<file path="src/rtl/txgate_pkg.sv">
package txgate_pkg;
  typedef enum logic [2:0] {
    ST_IDLE,
    ST_HDR,
    ST_WAIT,
    ST_STREAM,
    ST_FLUSH
  } gateState_t;

  typedef struct packed {
    logic [2:0] hdrWe;     // load header word 0/1/2
    logic       fire;      // trigger: apply pattern, update late status
    logic       firstWait; // first cycle spent waiting for this burst
    logic       sendData;  // present the FIFO head word as a sample
    logic       sendZero;  // present a zero sample with valid high
  } gateCtl_t;
endpackage

</file>
<file path="src/rtl/txgate_datapath.sv">
module txgate_datapath
  import txgate_pkg::*;
#(
  parameter int SAMPLE_W = 16,
  parameter int LEN_W    = 16,
  parameter int GPIO_W   = 8
) (
  input  logic                  clk,
  input  logic                  rst,
  input  gateCtl_t              ctl,
  input  logic [2*SAMPLE_W-1:0] fifoData,
  input  logic [4*SAMPLE_W-1:0] tsNow,
  output logic                  due,
  output logic [LEN_W-1:0]      hdrLen,
  output logic [SAMPLE_W-1:0]   dacI,
  output logic [SAMPLE_W-1:0]   dacQ,
  output logic                  dacValid,
  output logic [GPIO_W-1:0]     gpioOut,
  output logic                  lateFlag
);
  localparam int WORD_W     = 2 * SAMPLE_W;
  localparam int TS_W       = 2 * WORD_W;
  localparam int PAT_LSB    = LEN_W;
  localparam int COARSE_BIT = WORD_W - 1;

  logic [WORD_W-1:0] startLo, startHi;
  logic [GPIO_W-1:0] patQ;
  logic              coarseQ;
  logic [LEN_W-1:0]  lenQ;
  logic              isPast;
  logic [WORD_W-1:0] nowHi;
  logic [TS_W-1:0]   startFull;

  assign nowHi     = tsNow[TS_W-1:WORD_W];
  assign startFull = {startHi, startLo};
  assign hdrLen    = lenQ;

  // Header capture
  always_ff @(posedge clk) begin
    if (rst) begin
      startLo <= '0;
      startHi <= '0;
      lenQ    <= '0;
      patQ    <= '0;
      coarseQ <= 1'b0;
    end else begin
      if (ctl.hdrWe[0]) startLo <= fifoData;
      if (ctl.hdrWe[1]) startHi <= fifoData;
      if (ctl.hdrWe[2]) begin
        lenQ    <= fifoData[LEN_W-1:0];
        patQ    <= fifoData[PAT_LSB+GPIO_W-1:PAT_LSB];
        coarseQ <= fifoData[COARSE_BIT];
      end
    end
  end

  // Start-time comparison, full value or upper half only
  always_comb begin
    if (coarseQ) begin
      due    = (nowHi >= startHi);
      isPast = (nowHi > startHi);
    end else begin
      due    = (tsNow >= startFull);
      isPast = (tsNow > startFull);
    end
  end

  // Trigger outputs
  always_ff @(posedge clk) begin
    if (rst) begin
      gpioOut  <= '0;
      lateFlag <= 1'b0;
    end else if (ctl.fire) begin
      gpioOut  <= patQ;
      lateFlag <= ctl.firstWait && isPast;
    end
  end

  // Sample outputs
  always_ff @(posedge clk) begin
    if (rst) begin
      dacI     <= '0;
      dacQ     <= '0;
      dacValid <= 1'b0;
    end else if (ctl.sendData) begin
      dacI     <= fifoData[WORD_W-1:SAMPLE_W];
      dacQ     <= fifoData[SAMPLE_W-1:0];
      dacValid <= 1'b1;
    end else begin
      dacI     <= '0;
      dacQ     <= '0;
      dacValid <= ctl.sendZero;
    end
  end


  idle_zero_chk: assert property (@(posedge clk) disable iff (rst)
    !dacValid |-> (dacI == '0 && dacQ == '0));


  gpio_hold_chk: assert property (@(posedge clk) disable iff (rst)
    !$past(ctl.fire) |-> $stable(gpioOut));


  late_only_on_fire_chk: assert property (@(posedge clk) disable iff (rst)
    $rose(lateFlag) |-> $past(ctl.fire));
endmodule

</file>
<file path="src/rtl/txgate_control.sv">
module txgate_control
  import txgate_pkg::*;
#(
  parameter int LEN_W     = 16,
  parameter int FLUSH_LEN = 3
) (
  input  logic             clk,
  input  logic             rst,
  input  logic             fifoEmpty,
  input  logic             due,
  input  logic [LEN_W-1:0] hdrLen,
  output logic             fifoRd,
  output gateCtl_t         ctl,
  output logic             underrun
);
  localparam int FL_W = $clog2(FLUSH_LEN + 1);
  localparam logic [FL_W-1:0] FL_LAST = FL_W'(FLUSH_LEN - 1);

  gateState_t       state, nextState;
  logic [1:0]       hdrIdx;
  logic [LEN_W-1:0] remain;
  logic [FL_W-1:0]  flushCnt;
  logic             firstWaitQ;

  always_comb begin
    nextState = state;
    ctl       = '0;
    fifoRd    = 1'b0;
    case (state)
      ST_IDLE: if (!fifoEmpty) nextState = ST_HDR;
      ST_HDR: begin
        if (!fifoEmpty) begin
          fifoRd = 1'b1;
          case (hdrIdx)
            2'd0:    ctl.hdrWe = 3'b001;
            2'd1:    ctl.hdrWe = 3'b010;
            default: ctl.hdrWe = 3'b100;
          endcase
          if (hdrIdx == 2'd2) nextState = ST_WAIT;
        end
      end
      ST_WAIT: begin
        ctl.firstWait = firstWaitQ;
        if (due) begin
          ctl.fire  = 1'b1;
          nextState = ST_STREAM;
        end
      end
      ST_STREAM: begin
        if (!fifoEmpty) begin
          fifoRd       = 1'b1;
          ctl.sendData = 1'b1;
          if (remain == '0) nextState = ST_FLUSH;
        end else begin
          ctl.sendZero = 1'b1;
        end
      end
      ST_FLUSH: begin
        ctl.sendZero = 1'b1;
        if (flushCnt == FL_LAST) nextState = ST_IDLE;
      end
      default: nextState = ST_IDLE;
    endcase
  end

  always_ff @(posedge clk) begin
    if (rst) begin
      state      <= ST_IDLE;
      hdrIdx     <= '0;
      remain     <= '0;
      flushCnt   <= '0;
      firstWaitQ <= 1'b0;
      underrun   <= 1'b0;
    end else begin
      state      <= nextState;
      firstWaitQ <= (state != ST_WAIT) && (nextState == ST_WAIT);
      if (ctl.hdrWe != '0) hdrIdx <= (hdrIdx == 2'd2) ? 2'd0 : hdrIdx + 2'd1;
      if (ctl.fire) remain <= hdrLen;
      else if (ctl.sendData && remain != '0) remain <= remain - 1'b1;
      if (state == ST_FLUSH) flushCnt <= flushCnt + 1'b1;
      else flushCnt <= '0;
      if (state == ST_STREAM && fifoEmpty) underrun <= 1'b1;
    end
  end


  no_empty_pop_chk: assert property (@(posedge clk) disable iff (rst)
    fifoRd |-> !fifoEmpty);


  sticky_underrun_chk: assert property (@(posedge clk) disable iff (rst)
    $past(underrun) |-> underrun);


  flush_len_chk: assert property (@(posedge clk) disable iff (rst)
    (state == ST_FLUSH) |-> (flushCnt < FL_W'(FLUSH_LEN)));


  flush_after_last_chk: assert property (@(posedge clk) disable iff (rst)
    (state == ST_STREAM && ctl.sendData && remain == '0) |=> (state == ST_FLUSH));
endmodule

</file>
<file path="src/rtl/tx_sched_gate.sv">
module tx_sched_gate
  import txgate_pkg::*;
#(
  parameter int SAMPLE_W  = 16,
  parameter int LEN_W     = 16,
  parameter int GPIO_W    = 8,
  parameter int FLUSH_LEN = 3
) (
  input  logic                  clk,
  input  logic                  rst,
  input  logic [2*SAMPLE_W-1:0] fifoData,
  input  logic                  fifoEmpty,
  output logic                  fifoRd,
  input  logic [4*SAMPLE_W-1:0] tsNow,
  output logic [SAMPLE_W-1:0]   dacI,
  output logic [SAMPLE_W-1:0]   dacQ,
  output logic                  dacValid,
  output logic [GPIO_W-1:0]     gpioOut,
  output logic                  lateFlag,
  output logic                  underrunFlag
);
  gateCtl_t         ctl;
  logic             due;
  logic [LEN_W-1:0] hdrLen;

  txgate_control #(.LEN_W(LEN_W), .FLUSH_LEN(FLUSH_LEN)) u_ctrl (
    .clk(clk), .rst(rst), .fifoEmpty(fifoEmpty), .due(due), .hdrLen(hdrLen),
    .fifoRd(fifoRd), .ctl(ctl), .underrun(underrunFlag)
  );

  txgate_datapath #(.SAMPLE_W(SAMPLE_W), .LEN_W(LEN_W), .GPIO_W(GPIO_W)) u_dp (
    .clk(clk), .rst(rst), .ctl(ctl), .fifoData(fifoData), .tsNow(tsNow),
    .due(due), .hdrLen(hdrLen), .dacI(dacI), .dacQ(dacQ), .dacValid(dacValid),
    .gpioOut(gpioOut), .lateFlag(lateFlag)
  );
endmodule

</file>
<file path="config.mk">
export PLATFORM = sky130hd
export DESIGN_NAME = tx_sched_gate
export DESIGN_NICKNAME = d
export VERILOG_FILES = /design/src/rtl/txgate_pkg.sv /design/src/rtl/txgate_datapath.sv /design/src/rtl/txgate_control.sv /design/src/rtl/tx_sched_gate.sv
export SDC_FILE = /design/constraint.sdc
export NUM_CORES = 1
export LEC_CHECK = 0
export BUFFER_PORTS_ARGS = -buffer_cell sky130_fd_sc_hd__buf_2
export CORE_MARGIN = 5
export CORE_UTILIZATION = 30
export CTS_CLUSTER_SIZE = 10
export DETAILED_ROUTE_END_ITERATION = 12
export GPL_TIMING_DRIVEN = 0
export REMOVE_ABC_BUFFERS = 1
export SYNTH_ARGS = -nofsm -noshare
export SYNTH_HDL_FRONTEND = slang
export SYNTH_SLANG_ARGS = --single-unit
</file>
<file path="constraint.sdc">
create_clock -name clk -period 4 [get_ports clk]
set_input_delay 1.2 -clock clk [delete_from_list [all_inputs] [get_ports clk]]
set_output_delay 1.2 -clock clk [all_outputs]
set_load 0.02 [all_outputs]
</file>
==> flow_summary_export.csv, run 1 <==
group,metric,value,unit
status,status,"complete, no violations",
timing,hold_slack,0.428,ns
place,gp_congestion,0.788,
worst_setup_path,reg2reg_slack,0.75,ns
worst_hold_path,hp-class,"reg -> reg",
yosys,yosysTopAreaCellShare,43.2,%
yosys,syn_inst,877,
timing,period_share,93.4,%
yosys,synth_ff_type,"dfxtp_1",
global_route,overflow,0,
place,pre_cts_ws,-0.847,ns
clocking,cts_tree,"built",
route,ant_nets,0,
yosys,synthSimpleGateAreaFrac,21.8,%
global_route,grt_max_degree,65,
worst_setup_path,arrival,4.02,ns
finish,fin_area,0.00885,mm²
clocking,cts_buffer_depth,2,
global_route,grt_first_pass_wirelength,30700,µm
clocking,cts.sinks,156,
timing,rsz0062_at_grt,"false",
worst_setup_path,r2r_end,"u_dp.gpioOut[6]$_SDFFE_PP0P_",
floorplan,die_h,165,µm
finish,diodes,0,
clocking,clkSlewWorstSetupHoldPaths,0.06,ns
floorplan,dieArea,0.0273,mm²
worst_setup_path,slowest_delay,0.70,ns
finish,finalNonFillerCells,1337,
place,port_buffers,142,
clocking,cts_root_buffer,"clkbuf_16",
timing,relSlewSlack,14.8,%
worst_hold_path,holdCritStartpoint,"u_ctrl.flushCnt[0]$_SDFF_PP0_",
power,static-leakage-power,3.53,nW
worst_setup_path,rr_startpoint,"u_dp.startLo[11]$_SDFFE_PP0P_",
floorplan,pin_count,143,
yosys,synth_top_family_by_area,"simple AND/OR/NAND/NOR gates",
worst_setup_path,cp_top_family,"simple AND/OR/NAND/NOR gates",
timing,setup_viol,0,
yosys,synthMuxAreaShare,3.18,%
floorplan,core,0.0236,mm²
worst_setup_path,cp_slowest_cell,"nor4_1",
power,vdd.ir_drop.worst,0.215,mV
worst_setup_path,crit_top_cell,"nor4_1",
yosys,ys.warnings.count,0,
power,power_per_cell_area,383,mW/mm²
global_route,grt_pass1_vias,5834,
floorplan,fp.dieW,165,µm
place,placedInstanceArea,0.00825,mm²
yosys,ys_seq_area_share,43.2,%
timing,setup_ws,0.265,ns
route,viasPerCell,4.54,
yosys,synthTopCellsByCount,"nand2_1 (201), dfxtp_1 (156), a21oi_1 (123)",
route,vias,6076,
global_route,antenna_found_initial,4,
worst_setup_path,critPathRequiredTime,4.28,ns
worst_hold_path,worstHoldEndpoint,"u_ctrl.flushCnt[0]$_SDFF_PP0_",
clocking,clk_latency,0.42,ns
worst_setup_path,critPathLaunchType,"input port",
finish,drive_gt1_share,18.4,%
yosys,synthAdderAreaFrac,11.6,%
route,drc,0,
yosys,synth_area_leaders,"dfxtp_1 (43%), ha_1 (12%), nand2_1 (10%)",
clocking,numCtsBuffers,17,
worst_setup_path,path_class,"in -> reg",
worst_setup_path,crit_buf_inv,3,
route,firstDrtPassIters,4,
place,dp_cells,1303,
route,routed_wl,19800,µm
yosys,synth_area,0.00723,mm²
floorplan,rows,56,
timing,hold_viol,0,
worst_hold_path,holdPathStages,1,
worst_setup_path,worstPathMaxFanout,8,
timing,fmaxAchievable,0.268,GHz
yosys,synth.distinct_cells,47,
finish,fin_nets,1172,
timing,finalCriticalPeriod,3.74,ns
yosys,synthArstFlopShare,0,%
timing,final.setup_skew,0.00879,ns
yosys,synth.largest_area_cell,"dfxtp_1",
run,max-cap-violations,0,
timing,worst_pin_slew,1.27,ns
route,wl_per_cell,14.8,µm
yosys,synthXorXnorAreaFrac,1.70,%
global_route,grt.total_usage,14.7,%
worst_setup_path,cp_cell_sequence,"buf_2 -> ha_1 -> nand4_1 -> nor4_1 -> nand4b_1 -> a211oi_1 -> nor4_1 -> a2111oi_4 -> buf_4 -> buf_6 -> mux2i_1 -> nor2_1",
finish,syn_to_final_growth,22.4,%
place,dpl.hpwl,14200,µm
yosys,postSynthAreaPerCell,8.24,µm²
route,drt-initial-drc-count,296,
yosys,synth-edff-count,0,
floorplan,initial_utilization,30.6,%
worst_setup_path,end_kind,"flip-flop",
timing,drv_slew,0,
worst_setup_path,r2r_cells,12,
clocking,htree_num_levels,4,
worst_setup_path,critical_path_depth,12,
yosys,yosysMostFrequentCell,"nand2_1",
yosys,synth_seq_cells,156,
power,power,3.39,mW
yosys,synth_compound_area_share,11.9,%
==> cell families after synthesis <==
logic type / after synthesis
AO/OA/AOI/OAI: 157
XOR/XNOR: 14
adder cells (fa/ha/maj): 67
buffers and inverters: 114
flip-flops: 156
multiplexers: 23
AND/OR/NAND/NOR: 346
==> worst register-to-register path: stages, from the launching register on <==
cell and delay, ns:
dfxtp_1 0.34, inv_1 0.05, ha_1 0.31, nand4_1 0.12
nor4_1 0.70, nand4b_1 0.19, a211oi_1 0.29, nor4_1 0.12
a2111oi_4 0.35, buf_4 0.19, buf_6 0.18, mux2i_1 0.20
nor2_1 0.06
==> where the power goes <==
group	internal, mW	switching, mW
clock network	0.908	0.631
registers	1.57	0.0121
logic	0.110	0.158
==> repair_timing <==
action | in CTS | in global routing
cloned | 0 | 0
pin swaps | 1 | 0
endpoints found under the setup margin | 27 | 1
hold buffers | 0 | 0
buffers inserted | 2 | 0
gates resized for setup | 1 | 1
==> final cells by class <==
type / instances / area, µm²
inverter: 73 / 274
multi-input combinational: 607 / 3670
clock inverter: 9 / 97.6
fill: 2449 / 14800
clock buffer: 22 / 444
sequential: 156 / 3120
tap: 319 / 399
timing repair buffer: 151 / 840
==> routing by layer <==
| layer | part of all wire, % | global-route usage [%] | up-vias |
|---|---|---|---|
| met5 | 0.28 | 0 | - |
| met4 | 0.98 | 4.01 | 8 |
| met3 | 6.7 | 4.39 | 18 |
| met2 | 47 | 24.5 | 125 |
| met1 | 45 | 18.4 | 2755 |
| li1 | - | - | 3170 |
==> how the worst max path moves through the flow <==
stage,from,slack (ns),to
6_report,tsNow[11],0.26,u_dp.gpioOut[6]$_SDFFE_PP0P_
4_1_cts,tsNow[61],0.21,u_dp.gpioOut[4]$_SDFFE_PP0P_
3_3_place_gp,tsNow[61],-3.81,u_dp.lateFlag$_SDFFE_PP0P_
5_1_grt,tsNow[61],0.11,u_dp.gpioOut[1]$_SDFFE_PP0P_
2_1_floorplan,tsNow[61],-1.43,u_dp.lateFlag$_SDFFE_PP0P_
3_5_place_dp,tsNow[61],-0.85,u_dp.gpioOut[4]$_SDFFE_PP0P_
==> sequential cells by signal, summed over array words and instances, names as in the netlist, 2 cells and up <==
name / count
u_dp.startHi: 32
u_dp.startLo: 32
u_ctrl.remain: 16
u_dp.dacI: 16
u_dp.dacQ: 16
u_dp.hdrLen: 16
u_dp.gpioOut: 8
u_dp.patQ: 8
u_ctrl.state: 3
u_ctrl.flushCnt: 2
u_ctrl.hdrIdx: 2
==> metrics by stage <==
stage	util [%]	setup TNS, ns
6_report	37.5	0
3_5_place_dp	34.9	-20.36
5_1_grt	37.5	0
4_1_cts	37.3	0
3_3_place_gp	34.4	-179.71
2_1_floorplan	-	-32.03
==> cell usage in the layout, fill, tap and decap left out, drive strengths merged, types with 2 or more instances in the layout <==
master / Yosys / final
a211oi: 3 / 3
nand3: 13 / 13
clkinv: 0 / 6
xor2: 5 / 5
a21oi: 123 / 123
and3: 3 / 3
nor2: 41 / 41
nand3b: 3 / 3
o31a: 2 / 2
o211ai: 2 / 2
nor3: 10 / 10
o21ai: 11 / 11
ha: 67 / 67
bufinv: 0 / 2
a31oi: 3 / 3
nor4: 8 / 8
nand2: 201 / 201
clkbuf: 36 / 22
mux2i: 23 / 23
or3: 3 / 3
nor2b: 7 / 7
a2111oi: 2 / 2
or4: 2 / 2
nand4: 13 / 13
a21boi: 2 / 2
nand2b: 3 / 3
dfxtp: 156 / 156
buf: 5 / 151
inv: 73 / 73
and4: 3 / 3
and2: 33 / 33
xnor2: 9 / 9
a21o: 4 / 4
Note: power is estimated with default switching activity, not from simulation.
==> run 2: changes to the inputs <==
CELL_PAD_IN_SITES_DETAIL_PLACEMENT = 0   (was not set)
CELL_PAD_IN_SITES_GLOBAL_PLACEMENT = 1   (was not set)
PLACE_DENSITY_LB_ADDON = 0.1   (was not set)
clock period = 3.48 ns   (was 4 ns; I/O delays follow)
==> run 2 against run 1 <==
  * Sequential power increased by 14%
  * Design area is 4.3% higher
  * Largest cell class unchanged
  * Sequential share of layout area is 1.5 points lower
  * Total power increased by 20%
  * Via count about the same
  * Register-to-register slack lost 0.33 ns
  * Critical endpoint is now u_dp.gpioOut[2]$_SDFFE_PP0P_
  * Global-route usage is 0.77 points higher
  * Non-clock buffer count is 6 higher
==> flow_summary_export.csv, run 2 (same netlist as run 1, synthesis figures left out) <==
group,metric,value,unit
clocking,clk_latency,0.42,ns
timing,setup_viol,0,
worst_hold_path,hp-class,"reg -> reg",
route,ant_nets,0,
clocking,cts_root_buffer,"clkbuf_16",
timing,hold_viol,0,
run,max-cap-violations,0,
finish,syn_to_final_growth,27.6,%
route,firstDrtPassIters,4,
worst_setup_path,cp-startpoint,"tsNow[46]",
worst_setup_path,cp-endpoint,"u_dp.gpioOut[2]$_SDFFE_PP0P_",
clocking,clkSlewWorstSetupHoldPaths,0.06,ns
worst_setup_path,reg2reg_slack,0.42,ns
worst_setup_path,arrival,3.66,ns
timing,fmaxAchievable,0.296,GHz
finish,diodes,0,
power,static-leakage-power,3.63,nW
power,vdd.ir_drop.worst,0.258,mV
route,routed_wl,21200,µm
power,power,4.06,mW
route,drt-initial-drc-count,284,
clocking,htree_num_levels,4,
worst_setup_path,rr_startpoint,"u_dp.startHi[19]$_SDFFE_PP0P_",
floorplan,rows,56,
global_route,antenna_found_initial,0,
global_route,grt_pass1_vias,5896,
global_route,overflow,0,
timing,finalCriticalPeriod,3.38,ns
clocking,cts_buffer_depth,2,
finish,finish.utilization,39.1,%
floorplan,core,0.0236,mm²
worst_setup_path,path_class,"in -> reg",
finish,drive_gt1_share,20.9,%
worst_setup_path,worstPathMaxFanout,5,
finish,fill_cells,2451,
timing,period_share,97.1,%
timing,setup_ws,0.100,ns
finish,fin_nets,1178,
global_route,grt_max_degree,64,
worst_setup_path,r2r_cells,12,
place,port_buffers,142,
floorplan,initial_utilization,30.6,%
floorplan,pin_count,143,
global_route,grt.total_usage,15.4,%
finish,mostFrequentLayoutCell,"nand2_1",
finish,final_cell_mix,"nand2_1 (199), dfxtp_1 (156), buf_2 (133)",
timing,final.setup_skew,0.0100,ns
timing,fin_tns_setup,0,ns
timing,relSlewSlack,12.8,%
worst_setup_path,r2r_end,"u_dp.gpioOut[2]$_SDFFE_PP0P_",
route,wl_per_cell,15.8,µm
route,drc,0,
timing,worst_pin_slew,1.31,ns
route,viasPerCell,4.53,
timing,rsz0062_at_grt,"true",
finish,reg.largest.list,"u_dp.startHi x32, u_dp.startLo x32",
worst_setup_path,critPathRequiredTime,3.76,ns
timing,hold_slack,0.425,ns
floorplan,fp.dieW,165,µm
status,status,"complete, no violations",
timing,drv_slew,0,
power,power_per_cell_area,439,mW/mm²
clocking,cts_hold_buf,0,
route,vias,6080,
place,pre_cts_ws,-1.08,ns
place,dpl.hpwl,15000,µm
worst_setup_path,end_kind,"flip-flop",
floorplan,die_h,165,µm
clocking,cts_tree,"built",
worst_setup_path,critPathLaunchType,"input port",
clocking,numCtsBuffers,17,
clocking,cts.sinks,156,
global_route,grt_first_pass_wirelength,32400,µm
floorplan,dieArea,0.0273,mm²
place,gp_congestion,0.763,
-- run 2: worst min path at each step --
stage                                                to  cells past startpoint  slack [ns]                     startpoint
after CTS                 u_ctrl.flushCnt[0]$_SDFF_PP0_                      1        0.43  u_ctrl.flushCnt[0]$_SDFF_PP0_
after floorplan           u_ctrl.flushCnt[0]$_SDFF_PP0_                      1        0.40  u_ctrl.flushCnt[0]$_SDFF_PP0_
after global routing      u_ctrl.flushCnt[0]$_SDFF_PP0_                      1        0.45  u_ctrl.flushCnt[0]$_SDFF_PP0_
after detailed placement  u_ctrl.flushCnt[0]$_SDFF_PP0_                      1        0.42  u_ctrl.flushCnt[0]$_SDFF_PP0_
after global placement    u_ctrl.flushCnt[0]$_SDFF_PP0_                      1        0.41  u_ctrl.flushCnt[0]$_SDFF_PP0_
final                     u_ctrl.flushCnt[0]$_SDFF_PP0_                      1        0.42  u_ctrl.flushCnt[0]$_SDFF_PP0_
-- run 2: report_power, final --
group | internal (mW) | switching, mW | total, mW
Combinational | 0.141 | 0.193 | 0.334
Sequential | 1.81 | 0.0135 | 1.82
Clock | 1.14 | 0.759 | 1.90
-- run 2: timing repair --
action                     CTS  global route
pin swaps                    3            10
resized for setup            9            31
setup buffers                5             2
setup endpoints to repair   27            22
gates cloned                 0             1
-- run 2: area by class of cell --
cell class                 count  area, µm²  share of cell area [%]
multi-input combinational    607       3880                    42.1
sequential                   156       3120                    33.8
timing repair buffer         157        961                    10.4
clock buffer                  20        447                    4.84
tap                          319        399                    4.33
inverter                      73        274                    2.97
clock inverter                10        143                    1.55
-- run 2: per-stage QoR --
step,instance area [µm²],std cells
final,9230,1342
after global routing,9230,1342
after CTS,8970,1339
after detailed placement,8270,1304
after global placement,8130,1297
after floorplan,7020,836
-- run 2: layer usage --
metal  wire [µm]  GRT usage (%)  up-vias  share of wire (%)
met4         191           3.86        0               0.90
met5           0              0        -                  0
li1            -              -     3173                  -
met1       10200           20.8     2777                 48
met2        9910           25.2      119                 47
met3         904           3.35       11                4.3
-- run 2: critical path, cell delays in order --
cell       delay [ns]
buf_2            0.10
ha_1             0.31
nand4_1          0.21
nor2_1           0.38
nand2_2          0.17
nor3_4           0.23
o41ai_4          0.15
a2111oi_4        0.44
buf_4            0.23
buf_12           0.13
mux2i_2          0.20
nor2_1           0.05
